--- src/rtl/atm_pkg.sv ---
package atm_pkg;
  localparam int DUR_BIT  = 6;
  localparam int BLK_BIT  = 7;
  localparam int CHR_BIT  = 8;
  localparam int TAIL_ETU = 12;
endpackage

--- src/rtl/atm_etu_gen.sv ---
module atm_etu_gen #(
  parameter int BW = 8,
  parameter int EW = 8
) (
  input  logic          clk,
  input  logic          rst_n,
  input  logic [BW-1:0] baud_div,
  input  logic [EW-1:0] etu_len,
  output logic          tick
);
  logic [BW-1:0] bcnt;
  logic [EW-1:0] ecnt;
  logic          baud_pulse;
  logic [EW-1:0] etu_last;

  // >= compares keep the divider safe when values shrink mid-count
  assign baud_pulse = (bcnt >= baud_div);
  assign etu_last   = (etu_len == '0) ? '0 : etu_len - 1'b1;
  assign tick       = baud_pulse && (ecnt >= etu_last);

  always_ff @(posedge clk or negedge rst_n) begin
    if (!rst_n) begin
      bcnt <= '0;
      ecnt <= '0;
    end else begin
      bcnt <= baud_pulse ? '0 : bcnt + 1'b1;
      if (baud_pulse) ecnt <= (ecnt >= etu_last) ? '0 : ecnt + 1'b1;
    end
  end
endmodule

--- src/rtl/atm_gap_timer.sv ---
module atm_gap_timer #(
  parameter int TW = 16
) (
  input  logic          clk,
  input  logic          rst_n,
  input  logic          tick,
  input  logic [TW-1:0] limit,
  input  logic          start,  // arm and restart count
  input  logic          done,   // disarm after this edge, hit still allowed
  input  logic          kill,   // disarm and suppress hit
  output logic          hit
);
  logic          armed;
  logic [TW-1:0] cnt;

  assign hit = armed && tick && (cnt == limit) && !kill;

  always_ff @(posedge clk or negedge rst_n) begin
    if (!rst_n) begin
      armed <= 1'b0;
      cnt   <= '0;
    end else if (start) begin
      armed <= 1'b1;
      cnt   <= '0;
    end else if (kill || done || hit) begin
      armed <= 1'b0;
    end else if (armed && tick) begin
      cnt <= cnt + 1'b1;
    end
  end
endmodule

--- src/rtl/atm_dur_timer.sv ---
module atm_dur_timer
  import atm_pkg::*;
#(
  parameter int TW = 16
) (
  input  logic          clk,
  input  logic          rst_n,
  input  logic          tick,
  input  logic [TW-1:0] limit,
  input  logic          atr_mode,
  input  logic          rx_start,
  output logic          hit
);
  localparam int TAIL_W = $clog2(TAIL_ETU + 1);
  localparam logic [TAIL_W-1:0] TAIL_END = TAIL_W'(TAIL_ETU);

  logic              open;
  logic [TW-1:0]     dcnt;
  logic [TAIL_W-1:0] tail;
  logic              close;
  logic              atr_start;

  assign atr_start = atr_mode && rx_start;
  assign close     = open && !atr_mode && (tail >= TAIL_END);
  assign hit       = open && tick && (dcnt == limit) && !close;

  always_ff @(posedge clk or negedge rst_n) begin
    if (!rst_n) begin
      open <= 1'b0;
      dcnt <= '0;
      tail <= '0;
    end else if (!open) begin
      if (atr_start) begin
        open <= 1'b1;
        dcnt <= '0;
        tail <= '0;
      end
    end else if (close || hit) begin
      open <= 1'b0;
    end else begin
      if (tick) dcnt <= dcnt + 1'b1;
      if (atr_start)                       tail <= '0;
      else if (tick && (tail < TAIL_END)) tail <= tail + 1'b1;
    end
  end
endmodule

--- src/rtl/atm_irq_regs.sv ---
module atm_irq_regs #(
  parameter int SW = 16
) (
  input  logic          clk,
  input  logic          rst_n,
  input  logic [SW-1:0] set_vec,
  input  logic          mask_we,
  input  logic [SW-1:0] mask_wdata,
  input  logic          clr_we,
  input  logic [SW-1:0] clr_wdata,
  output logic [SW-1:0] raw,
  output logic [SW-1:0] mask,
  output logic [SW-1:0] masked,
  output logic          irq
);
  logic [SW-1:0] clr_vec;

  assign clr_vec = clr_we ? clr_wdata : '0;
  assign masked  = raw & mask;
  assign irq     = |masked;

  always_ff @(posedge clk or negedge rst_n) begin
    if (!rst_n) begin
      raw  <= '0;
      mask <= '0;
    end else begin
      raw <= (raw & ~clr_vec) | set_vec;
      if (mask_we) mask <= mask_wdata;
    end
  end
endmodule

--- src/rtl/atr_timing_monitor.sv ---
module atr_timing_monitor
  import atm_pkg::*;
#(
  parameter int BW = 8,
  parameter int EW = 8,
  parameter int TW = 16,
  parameter int SW = 16
) (
  input  logic          clk,
  input  logic          rst_n,
  input  logic [BW-1:0] baud_div,
  input  logic [EW-1:0] etu_len,
  input  logic [TW-1:0] chr_limit,
  input  logic [TW-1:0] dur_limit,
  input  logic [TW-1:0] blk_limit,
  input  logic          atr_mode,
  input  logic          rx_start,
  input  logic          tx_last,
  input  logic          mask_we,
  input  logic [SW-1:0] mask_wdata,
  input  logic          clr_we,
  input  logic [SW-1:0] clr_wdata,
  output logic          etu_tick,
  output logic          chr_hit,
  output logic          dur_hit,
  output logic          blk_hit,
  output logic [SW-1:0] raw_status,
  output logic [SW-1:0] mask_q,
  output logic [SW-1:0] masked_status,
  output logic          irq
);
  logic [SW-1:0] set_vec;

  atm_etu_gen #(.BW(BW), .EW(EW)) u_etu (
    .clk(clk), .rst_n(rst_n), .baud_div(baud_div), .etu_len(etu_len),
    .tick(etu_tick)
  );

  atm_gap_timer #(.TW(TW)) u_chr (
    .clk(clk), .rst_n(rst_n), .tick(etu_tick), .limit(chr_limit),
    .start(atr_mode && rx_start), .done(1'b0), .kill(!atr_mode),
    .hit(chr_hit)
  );

  atm_gap_timer #(.TW(TW)) u_blk (
    .clk(clk), .rst_n(rst_n), .tick(etu_tick), .limit(blk_limit),
    .start(tx_last), .done(rx_start), .kill(1'b0),
    .hit(blk_hit)
  );

  atm_dur_timer #(.TW(TW)) u_dur (
    .clk(clk), .rst_n(rst_n), .tick(etu_tick), .limit(dur_limit),
    .atr_mode(atr_mode), .rx_start(rx_start), .hit(dur_hit)
  );

  always_comb begin
    set_vec          = '0;
    set_vec[CHR_BIT] = chr_hit;
    set_vec[DUR_BIT] = dur_hit;
    set_vec[BLK_BIT] = blk_hit;
  end

  atm_irq_regs #(.SW(SW)) u_irq (
    .clk(clk), .rst_n(rst_n), .set_vec(set_vec),
    .mask_we(mask_we), .mask_wdata(mask_wdata),
    .clr_we(clr_we), .clr_wdata(clr_wdata),
    .raw(raw_status), .mask(mask_q), .masked(masked_status), .irq(irq)
  );
endmodule

--- config.mk ---
export PLATFORM = sky130hd
export DESIGN_NAME = atr_timing_monitor
export DESIGN_NICKNAME = d
export VERILOG_FILES = /design/src/rtl/atm_pkg.sv /design/src/rtl/atm_etu_gen.sv /design/src/rtl/atm_gap_timer.sv /design/src/rtl/atm_dur_timer.sv /design/src/rtl/atm_irq_regs.sv /design/src/rtl/atr_timing_monitor.sv
export SDC_FILE = /design/constraint.sdc
export NUM_CORES = 1
export LEC_CHECK = 0
export CORE_MARGIN = 2
export CORE_UTILIZATION = 44
export CTS_BUF_LIST = sky130_fd_sc_hd__clkbuf_8 sky130_fd_sc_hd__clkbuf_16
export DETAILED_ROUTE_END_ITERATION = 12
export PLACE_DENSITY_LB_ADDON = 0.25
export SLEW_MARGIN = 20
export SYNTH_ARGS = -nofsm -noshare
export SYNTH_HDL_FRONTEND = slang
export SYNTH_SLANG_ARGS = --single-unit
--- constraint.sdc ---
create_clock -name clk -period 5.6 [get_ports clk]
set_input_delay 1.12 -clock clk [delete_from_list [all_inputs] [get_ports clk]]
set_output_delay 1.12 -clock clk [all_outputs]
set_load 0.01 [all_outputs]
==> results of run 1 <==
[kinds of logic after synthesis]
family	after synthesis	synth area share
and+or+nand+nor	263	0.234
AOI/OAI and AO/OA	112	0.118
DFF	103	0.428
xor gates and xnor gates	69	0.100
buffers and inverters	40	0.0270
muxes	25	0.0461
adders and majority gates	23	0.0477
[flip-flops by register name, indices dropped and copies added (netlist names)]
| register | flops |
|---|---|
| u_irq.raw | 16 |
| u_chr.cnt | 16 |
| u_dur.dcnt | 16 |
| u_blk.cnt | 16 |
| u_chr.armed | 1 |
| u_etu.ecnt | 8 |
| u_irq.mask | 16 |
| u_etu.bcnt | 8 |
| u_dur.tail | 4 |
| u_dur.open | 1 |
| u_blk.armed | 1 |
[worst min-delay path by stage]
stage	from	end
2_1_floorplan	u_dur.tail[3]$_DFFE_PN0P_	u_dur.tail[3]$_DFFE_PN0P_
3_3_place_gp	u_dur.tail[3]$_DFFE_PN0P_	u_dur.tail[3]$_DFFE_PN0P_
3_5_place_dp	u_irq.raw[6]$_DFF_PN0_	u_irq.raw[6]$_DFF_PN0_
4_1_cts	u_irq.raw[6]$_DFF_PN0_	u_irq.raw[6]$_DFF_PN0_
5_1_grt	u_dur.tail[3]$_DFFE_PN0P_	u_dur.tail[3]$_DFFE_PN0P_
6_report	u_irq.raw[6]$_DFF_PN0_	u_irq.raw[6]$_DFF_PN0_
[cell usage after synthesis (all sizes together) (2+ instances only)]
| library cell | n | area share |
|---|---|---|
| nor4 | 12 | 0.012 |
| mux2i | 3 | 0.0050 |
| a21o | 4 | 0.0050 |
| dfrtp | 103 | 0.43 |
| nand4 | 22 | 0.024 |
| o21ai | 37 | 0.031 |
| xor2 | 39 | 0.057 |
| o31ai | 7 | 0.011 |
| nor3 | 9 | 0.010 |
| or3 | 18 | 0.019 |
| ha | 23 | 0.048 |
| o21a | 4 | 0.0050 |
| and3 | 21 | 0.022 |
| nor2 | 44 | 0.027 |
| a22o | 4 | 0.0073 |
| or4 | 5 | 0.0062 |
| xnor2 | 30 | 0.044 |
| nand2b | 6 | 0.0062 |
| inv | 22 | 0.014 |
| mux2 | 22 | 0.041 |
| nand3b | 2 | 0.0025 |
| o211ai | 2 | 0.0025 |
| clkbuf | 11 | 0.0069 |
| a21oi | 31 | 0.026 |
| a31o | 4 | 0.0058 |
| a21boi | 13 | 0.016 |
| buf | 7 | 0.0064 |
| nand2 | 49 | 0.031 |
| nor2b | 13 | 0.013 |
| or2 | 2 | 0.0021 |
| nand3 | 29 | 0.024 |
| and2 | 27 | 0.028 |
[power breakdown]
part | switching (µW) | total, µW | internal (µW)
Sequential | 111 | 944 | 833
Combinational | 280 | 558 | 278
Clock | 268 | 615 | 348
[cell type report]
cell class,count,area (µm²),share of cell area
clock buffers,13,280,0.0344
well taps,176,220,0.0270
clock inverters,3,16.3,0.00199
flip-flops and latches,103,2580,0.316
repair buffers,171,1660,0.204
multi-input cells,492,3320,0.407
inverters,22,82.6,0.0101
[cell usage in the layout, fill, tap and decap left out, types with 9 or more instances in the layout]
master / synthesis / routed
clkdlybuf4s50_1: 0 / 150
dfrtp_1: 103 / 103
nand2_1: 49 / 49
nor2_1: 44 / 44
xor2_1: 39 / 39
o21ai_0: 36 / 35
a21oi_1: 31 / 31
xnor2_1: 30 / 30
nand3_1: 29 / 29
and2_1: 27 / 27
mux2_2: 22 / 22
ha_1: 23 / 22
inv_1: 21 / 21
and3_1: 21 / 21
nand4_1: 21 / 21
or3_1: 18 / 17
buf_4: 0 / 17
a21boi_0: 13 / 13
nor2b_1: 13 / 12
nor4_1: 12 / 12
clkbuf_16: 0 / 9
[per-layer routing]
layer  wire length (µm)  part of all wire
met1               6410              0.41
met2               7980              0.51
met3                697             0.045
met4                417             0.027
met5                  0                 0
[worst register-to-register path, stage by stage (launching register included)]
cell     delay [ns]
dfrtp_1        0.43
ha_1           0.31
and3_1         0.15
o21ai_1        0.05
a31o_1         0.29
a22o_4         0.28
buf_4          0.20
o21a_1         0.41
or4_1          0.55
a21oi_1        0.15
[metrics by stage]
step / hold slack (ns) / util
2_1_floorplan: 0.460 / -
5_1_grt: 0.532 / 0.613
4_1_cts: 0.514 / 0.612
3_3_place_gp: 0.475 / 0.589
6_report: 0.511 / 0.613
3_5_place_dp: 0.499 / 0.589
[what timing repair did]
action,4_1_cts,5_1_grt
resized for setup,7,11
endpoints found under the setup margin,3,4
buffers inserted,0,1
pin swaps,0,2
hold buffers,0,0
==> results.ini, run 1 <==
[outcome]
status=finished clean

[cts]
htreeDepth=3
cts-buffers-inserted=9
clockBufferDepth=2
clk_pin_slew_worst_paths_ns=0.06
cts_tree=built
cts.sinks=103
clockRootBuffer=clkbuf_16
clk_latency_ns=0.35

[floorplanning]
core_area_um2=13300
die_h_um=121
fp-row-count=42
die-width_um=121
ios=156
start_util=0.453
dieArea_um2=14600

[timing]
worst_pin_slew_ns=0.862
skew_ns=0.00605
fin_crit_sh=0.975
slew_viol_final=0
setup_viol=0
relSlewSlack=0.424
fmax_ghz=0.183
tns_ns=0
fin_ws_ns=0.142
rsz0062_at_grt=no
finalCriticalPeriod_ns=5.46
hold_viol=0

[detailed_routing]
drtPass1Iterations=5
vias_per_cell=5.45
vias=5343
drc=0
wl_mm=15.5
first_iter_violations=238
antenna_left=0
wl_per_cell_um=15.8

[placement]
dp_cells=963
gp_congestion=0.853
placed_area_um2=7830
io_buffers=155
place_ws_ns=-0.336
dp_hpwl_mm=11.8

[yosys]
synth_top_flop_cell=dfrtp_1
syn_area_per_cell_um2=9.49
synth_enable_flop_cells=0
synthesis.area_um2=6030
ys_seq_area_frac=0.428
synth-seq-cells=103
ys_types=52
yosys_warnings=0
postSynthNetCount=761
synthesis.instances=635
async_reset_ff_frac=1.00

[power_and_ir_drop]
power_uw=2120
power.density_nw_per_um2=260
peakVddDrop_mv=0.142
p_leak_uw=0.00359

[finish]
area_delta_synth_final_pct=35.3
diodes=0
fillers=1129
layout-drive-gt1-share=0.0908
final_area_um2=8150
fin_nets=925
stdcell_count=980

[grt]
use_met2=0.376
grt_pass1_wl_mm=25.2
grt_pass1_vias=5350
busiest_layer=met2
grt-ovfl-total=0
grt.total_usage=0.215
globalRouteMet1Util=0.265
grt_max_degree=60
grt_use_met3=0.0310
antenna_found_initial=0

[critical_path]
crit_buf_inv=4
worst_r2r_path_depth=9
r2r_slack_ns=2.69
crit_end=blk_hit
crit_slowest_cell=or4_4
cp-start-kind=primary input
reg2reg_to=u_dur.dcnt[9]$_DFFE_PN0P_
crit_family=simple AND/OR/NAND/NOR gates
worstPathArrival_ns=4.34
cp.depth=15
crit_type=primary input to output pin
setup.worst_path.end_class=output pin
cp_max_fo=2
critPathLaunch=etu_len[0]
critPathRequiredTime_ns=4.48
rr_startpoint=u_etu.bcnt[2]$_DFF_PN0_
cp_slowest_stage_delay_ns=0.53
crit_path_cell_trace=clkdlybuf4s50_1 > inv_2 > ha_2 > nor2b_4 > nand3b_1 > or3_4 > and2_1 > ha_1 > and3_1 > o21ai_0 > a31o_2 > a22o_4 > or4_4 > inv_1 > buf_2

[min_path]
holdPathStages=1
hp-class=flop to flop

[job]
max_cap_violations=0

(Power assumes the default switching activity.)
==> run 2: changes to the inputs <==
- TNS_END_PERCENT: default -> 30
==> run 2 against run 1 <==
Maximum frequency fell by 1.1%. Utilization about the same. Clock skew up 0.00091 ns. Global-route usage stayed put. Cell count did not move. Critical endpoint unchanged. Clock-buffer cell count stayed put. Routed wire length shrank 0.26%. Non-clock buffer count unchanged. Clock power about the same. Combinational power barely moved. Highest routed layer unchanged. First-iteration DRC count rose by 0.42%.
==> results.ini, run 2 (synthesis gave the netlist of run 1 again) <==
[detailed_routing]
first_iter_violations=239  ; was 238
wl_per_cell_um=15.8  ; about the same
drtPass1Iterations=4  ; was 5
vias_per_cell=5.44  ; was 5.45
drc=0  ; unchanged
antenna_left=0  ; unchanged
vias=5334  ; was 5343
wl_mm=15.5  ; about the same

[critical_path]
crit_buf_inv=4  ; unchanged
worst_r2r_path_depth=9  ; unchanged
r2r_slack_ns=2.70  ; was 2.69 ns
critPathRequiredTime_ns=4.48  ; about the same
reg2reg_to=u_dur.dcnt[9]$_DFFE_PN0P_  ; unchanged
crit_slowest_cell=or4_4  ; unchanged
rr_startpoint=u_etu.bcnt[2]$_DFF_PN0_  ; unchanged
setup.worst_path.end_class=output pin  ; unchanged
worstPathArrival_ns=4.40  ; was 4.34 ns
cp-start-kind=primary input  ; unchanged
crit_type=primary input to output pin  ; unchanged
crit_family=simple AND/OR/NAND/NOR gates  ; unchanged
cp_slowest_stage_delay_ns=0.53  ; about the same
crit_path_cell_trace=clkdlybuf4s50_1 > inv_2 > ha_2 > nor2b_4 > nand3b_1 > or3_1 > and2_1 > ha_1 > and3_1 > o21ai_0 > a31o_2 > a22o_4 > or4_4 > inv_1 > clkdlybuf4s15_2  ; was clkdlybuf4s50_1 > inv_2 > ha_2 > nor2b_4 > nand3b_1 > or3_4 > and2_1 > ha_1 > and3_1 > o21ai_0 > a31o_2 > a22o_4 > or4_4 > inv_1 > buf_2
cp_max_fo=2  ; unchanged

[timing]
slew_viol_final=0  ; unchanged
rsz0062_at_grt=yes  ; was no
skew_ns=0.00696  ; was 0.00605 ns
worst_pin_slew_ns=0.863  ; was 0.862 ns
relSlewSlack=0.423  ; was 0.424
tns_ns=0  ; unchanged
hold_viol=0  ; unchanged
fin_ws_ns=0.0788  ; was 0.142 ns
finalCriticalPeriod_ns=5.52  ; was 5.46 ns
fmax_ghz=0.181  ; was 0.183 GHz
fin_crit_sh=0.986  ; was 0.975
setup_viol=0  ; unchanged

[grt]
grt_pass1_vias=5350  ; unchanged
grt_pass1_wl_mm=25.2  ; unchanged
antenna_found_initial=0  ; unchanged
grt-ovfl-total=0  ; unchanged
grt.total_usage=0.215  ; unchanged
grt_max_degree=60  ; unchanged

[floorplanning]
ios=156  ; unchanged
die_h_um=121  ; unchanged
fp-row-count=42  ; unchanged
die-width_um=121  ; unchanged
core_area_um2=13300  ; unchanged
dieArea_um2=14600  ; unchanged
start_util=0.453  ; unchanged

[finish]
area_delta_synth_final_pct=35.2  ; was 35.3%
final_cell_mix=clkdlybuf4s50_1, dfrtp_1, nand2_1, nor2_1, xor2_1  ; unchanged
diodes=0  ; unchanged
fin_util=0.613  ; about the same
fin_nets=925  ; unchanged
final_area_um2=8150  ; about the same
fillers=1126  ; was 1129
layout.cells.most_common=clkdlybuf4s50_1  ; unchanged
layout-drive-gt1-share=0.0896  ; was 0.0908

[power_and_ir_drop]
peakVddDrop_mv=0.141  ; was 0.142 mV
power_uw=2120  ; about the same
p_leak_uw=0.00358  ; was 0.00359 µW
power.density_nw_per_um2=260  ; about the same

[placement]
gp_congestion=0.853  ; unchanged
place_ws_ns=-0.336  ; unchanged
io_buffers=155  ; unchanged
placed_area_um2=7830  ; unchanged
dp_hpwl_mm=11.8  ; unchanged

[min_path]
holdPathStages=1  ; unchanged
hold_path.startpoint=u_irq.raw[6]$_DFF_PN0_  ; unchanged
hp-class=flop to flop  ; unchanged
holdPathEnd=u_irq.raw[6]$_DFF_PN0_  ; unchanged

[cts]
clockRootBuffer=clkbuf_16  ; unchanged
cts.sinks=103  ; unchanged
cts_hold_buf=0  ; unchanged
clk_latency_ns=0.35  ; about the same
cts-buffers-inserted=9  ; unchanged
clockBufferDepth=2  ; unchanged
cts_tree=built  ; unchanged
htreeDepth=3  ; unchanged
clk_pin_slew_worst_paths_ns=0.06  ; about the same

[job]
max_cap_violations=0  ; unchanged

[outcome]
status=finished clean  ; unchanged

[run 2: changes by cell type in the layout (fill, tap and decap cells not counted)]
cell,previous run,this run
clkdlybuf4s15_2,0,1
nor3_4,2,1
or3_4,1,0
nor3_2,1,2
or3_1,17,18
o21ai_0,35,36
buf_2,1,0
o21ai_1,2,1
[run 2: timing repair]
action	4_1_cts	5_1_grt
gates resized for setup	7	7
pin swaps	0	1
setup endpoints to repair	3	4
buffers inserted	0	1
[run 2: where the power goes]
part	leakage (µW)	switching (µW)	internal, µW	total (µW)
Combinational	0.00207	278	278	556
Clock	0.000149	267	348	614
Sequential	0.00136	111	833	944
Total	0.00358	656	1460	2120
[run 2: worst max path at each step]
stage,cells after the start,endpoint,startpoint,slack [ns]
5_1_grt,16,blk_hit,etu_len[0],-0.06
4_1_cts,15,blk_hit,etu_len[0],0.01
3_5_place_dp,15,blk_hit,etu_len[0],-0.34
2_1_floorplan,13,blk_hit,etu_len[0],0.67
3_3_place_gp,15,blk_hit,etu_len[0],-0.21
6_report,15,blk_hit,etu_len[0],0.08
[run 2: per-stage QoR]
step                hold WS [ns]  std cells
floorplan                  0.460        635
global placement           0.475        963
detailed placement         0.499        963
CTS                        0.514        979
global route               0.532        980
finish                     0.511        980
[run 2: layout make-up]
cell class	instances	area [µm²]	share of cell area
clock buffer	13	280	0.0344
timing repair buffer	171	1670	0.205
multi-input combinational	492	3310	0.406
clock inverter	3	16.3	0.00200
sequential	103	2580	0.316
tap	176	220	0.0270
inverter	22	82.6	0.0101
[run 2: worst reg2reg max path, stage by stage (launching register included)]
cell and delay [ns]:
dfrtp_1 0.43, ha_1 0.31, and3_1 0.15, o21ai_1 0.05, a31o_1 0.28, a22o_4 0.28, buf_4 0.20, o21a_1 0.41
or4_1 0.55, a21oi_1 0.15
[run 2: metal layers]
layer	part of all wire	global-route usage
met5	0	0
met3	0.042	0.0310
met2	0.52	0.376
met4	0.026	0.0923
met1	0.42	0.265
==> run 3: changes to the inputs <==
- SLEW_MARGIN: 20 -> 30
==> results of run 3 <==
Final layout, timing and power as in run 2 (identical DEF).
